### src/rtl/pnp_fault_capture.sv
module pnp_fault_capture #(
  parameter int VA_W  = 64,
  parameter int RID_W = 24,
  parameter int PS_W  = 6
) (
  input  logic                    clk,
  input  logic                    rst_n,
  input  logic                    xlat_it_en,
  input  logic                    xlat_dt_en,
  input  logic                    xlat_rs_en,
  input  logic                    if_req,
  input  logic                    if_present,
  input  logic [VA_W-1:0]         if_va,
  input  logic [1:0]              if_slot,
  input  logic                    if_legacy,
  input  logic                    if_ni,
  input  logic [RID_W-1:0]        if_rid,
  input  logic [PS_W-1:0]         if_ps,
  input  logic                    dt_req,
  input  logic                    dt_present,
  input  logic [2:0]              dt_kind,
  input  logic [VA_W-1:0]         dt_va,
  input  logic                    dt_legacy,
  input  logic [3:0]              dt_nacode,
  input  logic [1:0]              dt_slot,
  input  logic                    dt_ni,
  input  logic                    dt_ed,
  input  logic [RID_W-1:0]        dt_rid,
  input  logic [PS_W-1:0]         dt_ps,
  output logic                    pf_fault,
  output logic [15:0]             pf_vec,
  output logic                    pf_inst,
  output logic [VA_W-1:0]         pf_addr,
  output logic [RID_W+PS_W+1:0]   pf_xinfo,
  output logic [15:0]             pf_status
);
  localparam int XI_W = RID_W + PS_W + 2;

  assign pf_vec = 16'h5000;

  logic k_ld, k_st, k_sem, k_na, k_fill, k_spill, k_rse, d_en;
  assign k_ld    = (dt_kind == 3'd0);
  assign k_st    = (dt_kind == 3'd1);
  assign k_sem   = (dt_kind == 3'd2);
  assign k_na    = (dt_kind == 3'd3);
  assign k_fill  = (dt_kind == 3'd4);
  assign k_spill = (dt_kind == 3'd5);
  assign k_rse   = k_fill | k_spill;
  assign d_en    = k_rse ? xlat_rs_en : ((k_ld | k_st | k_sem | k_na) & xlat_dt_en);

  logic i_hit, d_hit, hit_any;
  assign i_hit   = if_req & ~if_present & xlat_it_en;
  assign d_hit   = dt_req & ~dt_present & d_en;
  assign hit_any = i_hit | d_hit;

  logic [VA_W-1:0] i_addr;
  generate
    if (VA_W > 32) begin : g_wide
      assign i_addr = if_legacy ? {{(VA_W-32){1'b0}}, if_va[31:4], 4'b0000} : if_va;
    end else begin : g_narrow
      assign i_addr = if_legacy ? {if_va[VA_W-1:4], 4'b0000} : if_va;
    end
  endgenerate

  logic [15:0] i_stat, d_stat;
  logic [1:0]  i_ei;
  logic        i_ni;
  assign i_ei   = if_legacy ? 2'b00 : if_slot;
  assign i_ni   = if_legacy ? 1'b0  : if_ni;
  assign i_stat = {1'b0, 1'b0, i_ei, i_ni, 4'b0000, 1'b1, 2'b00, 4'b0000};

  logic [3:0] d_code;
  logic       d_r, d_w, d_na, d_rs, d_ed, d_ni;
  logic [1:0] d_ei;
  assign d_r    = k_ld | k_sem | k_fill;
  assign d_w    = k_st | k_sem | k_spill;
  assign d_code = (k_na && !dt_legacy) ? dt_nacode : 4'h0;
  assign d_na   = k_na & ~dt_legacy;
  assign d_rs   = k_rse & ~dt_legacy;
  assign d_ed   = dt_ed & ~k_rse & ~dt_legacy;
  assign d_ni   = dt_ni & ~dt_legacy;
  assign d_ei   = dt_legacy ? 2'b00 : dt_slot;
  assign d_stat = {1'b0, d_ed, d_ei, d_ni, 1'b0, d_rs, 1'b0, d_na, 1'b0, d_w, d_r, d_code};

  always_ff @(posedge clk) begin
    if (!rst_n) begin
      pf_fault  <= 1'b0;
      pf_inst   <= 1'b0;
      pf_addr   <= '0;
      pf_xinfo  <= '0;
      pf_status <= '0;
    end else begin
      pf_fault <= hit_any;
      if (i_hit) begin
        pf_inst   <= 1'b1;
        pf_addr   <= i_addr;
        pf_xinfo  <= {if_rid, if_ps, 2'b00};
        pf_status <= i_stat;
      end else if (d_hit) begin
        pf_inst   <= 1'b0;
        pf_addr   <= dt_va;
        pf_xinfo  <= {dt_rid, dt_ps, 2'b00};
        pf_status <= d_stat;
      end
    end
  end

  AST_NO_EN_NO_FAULT: assert property (@(posedge clk) disable iff (!rst_n)
    (!xlat_it_en && !xlat_dt_en && !xlat_rs_en) |=> !pf_fault);
  AST_CAPTURE_HOLD: assert property (@(posedge clk) disable iff (!rst_n)
    !hit_any |=> ($stable(pf_addr) && $stable(pf_status) && $stable(pf_xinfo)));
  AST_INST_PRIORITY: assert property (@(posedge clk) disable iff (!rst_n)
    i_hit |=> (pf_fault && pf_inst));
  AST_INST_NO_RW: assert property (@(posedge clk) disable iff (!rst_n)
    (pf_fault && pf_inst) |-> (pf_status[6] && !pf_status[5] && !pf_status[4]));
  AST_RSE_ED_CLEAR: assert property (@(posedge clk) disable iff (!rst_n)
    (pf_fault && !pf_inst && pf_status[9]) |-> !pf_status[14]);
  AST_XINFO_LOW_ZERO: assert property (@(posedge clk) disable iff (!rst_n)
    pf_fault |-> (pf_xinfo[1:0] == 2'b00));
  AST_VEC_FIXED: assert property (@(posedge clk) disable iff (!rst_n)
    pf_fault |-> (pf_vec == 16'h5000));

  logic unused_w;
  assign unused_w = ^{XI_W[0]};
endmodule

### config.mk
export PLATFORM = sky130hd
export DESIGN_NAME = pnp_fault_capture
export DESIGN_NICKNAME = d
export VERILOG_FILES = /design/src/rtl/pnp_fault_capture.sv
export SDC_FILE = /design/constraint.sdc
export NUM_CORES = 1
export LEC_CHECK = 0
export BUFFER_PORTS_ARGS = -buffer_cell sky130_fd_sc_hd__buf_2
export CAP_MARGIN = 20
export CORE_AREA = 2 2 134 136
export CTS_BUF_LIST = sky130_fd_sc_hd__clkbuf_8
export CTS_CLUSTER_DIAMETER = 40
export DETAILED_ROUTE_END_ITERATION = 7
export DIE_AREA = 0 0 136 138
export RECOVER_POWER = 25
export SLEW_MARGIN = 20
export SYNTH_ARGS = -nofsm -noshare
export SYNTH_HDL_FRONTEND = slang
export SYNTH_SLANG_ARGS = --single-unit
### constraint.sdc
create_clock -name clk -period 2.4 [get_ports clk]
set_input_delay 0.12 -clock clk [delete_from_list [all_inputs] [get_ports clk]]
set_output_delay 0.12 -clock clk [all_outputs]
set_load 0.01 [all_outputs]
Word-level counts from Yosys, hierarchy flattened
Index checks and enable logic that the tools add are counted.
Widths: inputs -> output; s select.
- bits in registers: 109
- input bits: 213
- output and inout bits: 130
- reductions and logical operators: 5
- equality and inequality tests: 5
- bitwise operators: 24
- mux-type cells: 14
- operators by type and width (cell ; number):
    $mux 64 ; 3
    $mux 32 ; 2
    $mux 14 ; 2
    $and 1x1->1 ; 10
    $or 1x1->1 ; 9
    $eq 3x2->1 const B ; 2
    $eq 3x3->1 const B ; 2
    $not 1->1 ; 5
    $mux 1 ; 4
    $mux 2 ; 2
    $mux 4 ; 1
    $eq 3x1->1 const B ; 1
    $logic_not 3->1 ; 1
    $reduce_bool 2->1 ; 1
    $reduce_or 2->1 ; 1
    $logic_and 1x1->1 ; 1
    $logic_not 1->1 ; 1

Depth between registers and ports, before layout
- depth in word-level cells: 9
- mapped depth: 7
- depth with buffers taken out: 4

Least setup slack after synthesis
OpenSTA, ideal clock, no wires.
- kind: input port to flip-flop
- start: input port dt_kind[1]
- end: register pf_status[0]
- data required time: 2.277 ns
- arrival: 1.310 ns
- slack: 0.967 ns
- stages: 7
- buffers on the path: 3
- cell sequence: nand3b_2 a211o_1 buf_2 buf_2 buf_2 a32oi_1 nor2_1
- cells in the longest elaborated chain, start to end: 7
- RTL lines (item ; RTL line ; source):
    start, declared ; 21 ; input logic [2:0] dt_kind,
    $eq 3x1->1 or $logic_not 3->1 (tied branches) ; 43, 42 ;
    $or 1x1->1 (3 in series) ; 49 ; assign d_en = k_rse ? xlat_rs_en : ((k_ld | k_st | k_sem | k_na) & xlat_dt_en);
    $and 1x1->1 ; 49 ;
    $mux 1 ; 49 ;
    $and 1x1->1 ; 53 ; assign d_hit = dt_req & ~dt_present & d_en;
    end signal, assigned ; 98 ; pf_status <= i_stat;
    end signal, assigned ; 103 ; pf_status <= d_stat;
    end, declared ; 35 ; output logic [15:0] pf_status
Several ways; a longest one is shown, not always the timed one.
A chain may end at the register's enable or synchronous reset.

Final worst setup path
- start: input port dt_kind[1]
- end: register pf_status[7]
Same word-level chain as after synthesis.

==> flow_summary.yaml <==
finish:
  final_cells: 1262
  nets: 1241
  synthToLayoutAreaGrowth_pct: 56.1
  layout-drive-gt1-share: 0.285
  final_area_um2: 7640
die:
  initial_utilization: 0.279
  fp-row-count: 49
  coreArea_um2: 17500
  die_w_um: 136
  die_h_um: 138
  die_area_um2: 18800
  io_pins: 343
global_route:
  use_met3: 0.0400
  grtUsageTotal: 0.182
  grt_pass1_wl_um: 27800
  met1_usage: 0.216
  busiest_layer: "met2"
  globalRouteOverflowTotal: 0
  met2_usage: 0.315
  first_global_vias: 5662
  grt_max_degree: 107
  antenna_found_initial: 1
timing:
  final.setup.tns_ps: 0
  rsz0062_at_grt: "false"
  tightestPinTransition_ps: 795
  layout_min_cycle_time_ps: 1310
  fmax_mhz: 764
  finClkSkew_ps: 0
  hold_viol: 0
  fin_crit_sh: 0.545
  slew-limit-headroom: 0.470
  setup_violations: 0
  layout_setup_ws_ps: 1090
  drv_slew: 0
clock_tree:
  cts_setup_buffers: 0
  path_clk_slew_ps: 100
  cts_tree: "built"
  h-tree-depth: 3
  numCtsBuffers: 9
  insertion_delay_ps: 380
  cts_root_buf: "clkbuf_8"
  numClockSinks: 108
  cts.path.max_buffers: 2
worst_setup_path:
  critPathKind: "primary input to flip-flop"
  crit_path_max_incr_delay_ps: 410
  worst-path-buf-inv: 2
  required_ps: 2670
  slowest_stage: "a211o_4"
  cp_top_family: "compound AO/OA/AOI/OAI gates"
  worstSetupEndpointType: "flip-flop"
  path_max_fanout: 56
  critical_path_arrival_ps: 1580
  startpoint_type: "primary input"
  path_cells: "buf_2, nand3b_2, a211o_4, buf_4, a22oi_1, nor2_1"
synth:
  synthMuxAreaShare: 0
  synth_compound_area_frac: 0.253
  netlist_area_um2: 4890
  ys_ff_latch: 108
  ys_seq_area_frac: 0.442
  yosysWarnings: 0
  syn_inst: 653
  synth.distinct_cells: 27
  synth_top_family_by_area: "compound AO/OA/AOI/OAI gates"
  synth_ff_type: "dfxtp_1"
  synthAdderAreaFrac: 0
  post-synth-top-count-cell: "nand2_1"
  synth.area.top_cells: "dfxtp_1, nand2_1, a31oi_1, o21ai_0, nor2b_1"
  syn_avg_cell_area_um2: 7.49
  synth_enable_flop_cells: 0
  synth_xor_area_frac: 0
  synth-simple-area-share: 0.220
  synthTopCellsByCount: "nand2_1, dfxtp_1, a31oi_1"
  yosys.area.top_type: "dfxtp_1"
  synth_top_area_share: 0.442
  async_reset_ff_frac: 0
detailed_routing:
  drcViolationCount: 0
  wl_per_cell_um: 14.2
  ant_nets: 0
  first_iter_violations: 274
  via_per_inst: 4.72
  first_pass_iters: 5
  vias: 5959
  wl_um: 18000
place:
  gp_congestion: 0.787
  placed_cells: 1150
  dp_slack_ps: 707
  placed_cell_area_um2: 6580
  hpwl_um: 11600
  io_buffers: 321
pwr:
  ir_worst_vdd_mv: 0.221
  p_leak_nw: 3.24
  cellPowerDensity_nw_per_um2: 496
status:
  status: "complete, no violations"
run:
  max-cap-violations: 0
min_path:
  min_path_type: "primary input to flip-flop"
==> logic make-up (layout without fill, tap and decap cells) <==
group	after synthesis	in the layout
other cells	2	22
compound gates	210	210
simple gates	251	251
buf+inv	82	442
flops	108	108
==> through the flow <==
stage          total power [mW]  utilization  hold WS [ps]
6_report                   3.79        0.436          30.7
4_1_cts                    3.85        0.439          6.51
2_1_floorplan              2.35            -           275
5_1_grt                    3.99        0.436          6.52
3_3_place_gp               2.68        0.375           380
3_5_place_dp               2.68        0.375           385
==> layout by cell type (no fill, tap or decap), types with 2 or more instances in the layout <==
cell | netlist | routed
nor2b_1 | 37 | 37
clkinv_2 | 0 | 3
nand3_1 | 2 | 2
a21boi_0 | 4 | 4
buf_12 | 0 | 4
a31oi_1 | 97 | 97
nand2_1 | 196 | 196
clkbuf_8 | 0 | 9
dfxtp_1 | 108 | 108
o21ai_0 | 95 | 95
nor2_1 | 6 | 6
inv_6 | 0 | 2
conb_1 | 2 | 21
inv_1 | 2 | 2
clkbuf_1 | 44 | 54
buf_2 | 12 | 267
a21oi_1 | 5 | 5
nand3b_1 | 2 | 2
dlygate4sd3_1 | 0 | 96
buf_4 | 24 | 4
a32oi_1 | 4 | 4
nor3b_1 | 3 | 3
==> final cells by class <==
cell class	instances	area [um2]
clock buffers	9	124
repair buffers	425	2610
diodes	1	2.50
well taps	229	287
multi-input cells	482	2410
fillers	1813	9900
clock inverters	6	40.0
inverters	2	7.51
flip-flops and latches	108	2160
==> per-layer routing <==
metal  share of wire  wire length, um  vias up
met5               0                0        -
met4           0.027              481        0
met3           0.077             1380       37
met2            0.48             8580      263
met1            0.42             7510     2709
li1                -                -     2950
==> sequential cells by signal (all words and copies together) (netlist names) <==
register / flops
pf_addr: 64
pf_fault: 1
pf_status: 13
pf_xinfo: 30
==> power by group <==
| part | total [mW] | switching [mW] | internal, mW |
|---|---|---|---|
| Clock | 1.03 | 0.656 | 0.375 |
| Combinational | 0.803 | 0.405 | 0.398 |
| Sequential | 1.95 | 0.0542 | 1.90 |
| Total | 3.79 | 1.11 | 2.67 |
==> worst paths after layout <==
check	start	to	slack, ps	depth (start not counted)
setup / recovery	dt_kind[1]	pf_status[7]	1090	6
hold / removal	dt_nacode[0]	pf_status[0]	30	3
setup reg to reg	pf_addr[45]	pf_addr[45]	1710	2
hold reg to reg	pf_status[9]	pf_status[9]	460	2
==> tightest hold or removal path: stages <==
cell and delay, ps:
buf_2 100, a32oi_1 80, nor2_1 80
==> timing repair <==
action                    in CTS  in global routing
hold endpoints to repair      96                  0
hold buffers                  96                  0
resized for setup              0                  0
Power figures use the tool's default switching activity.
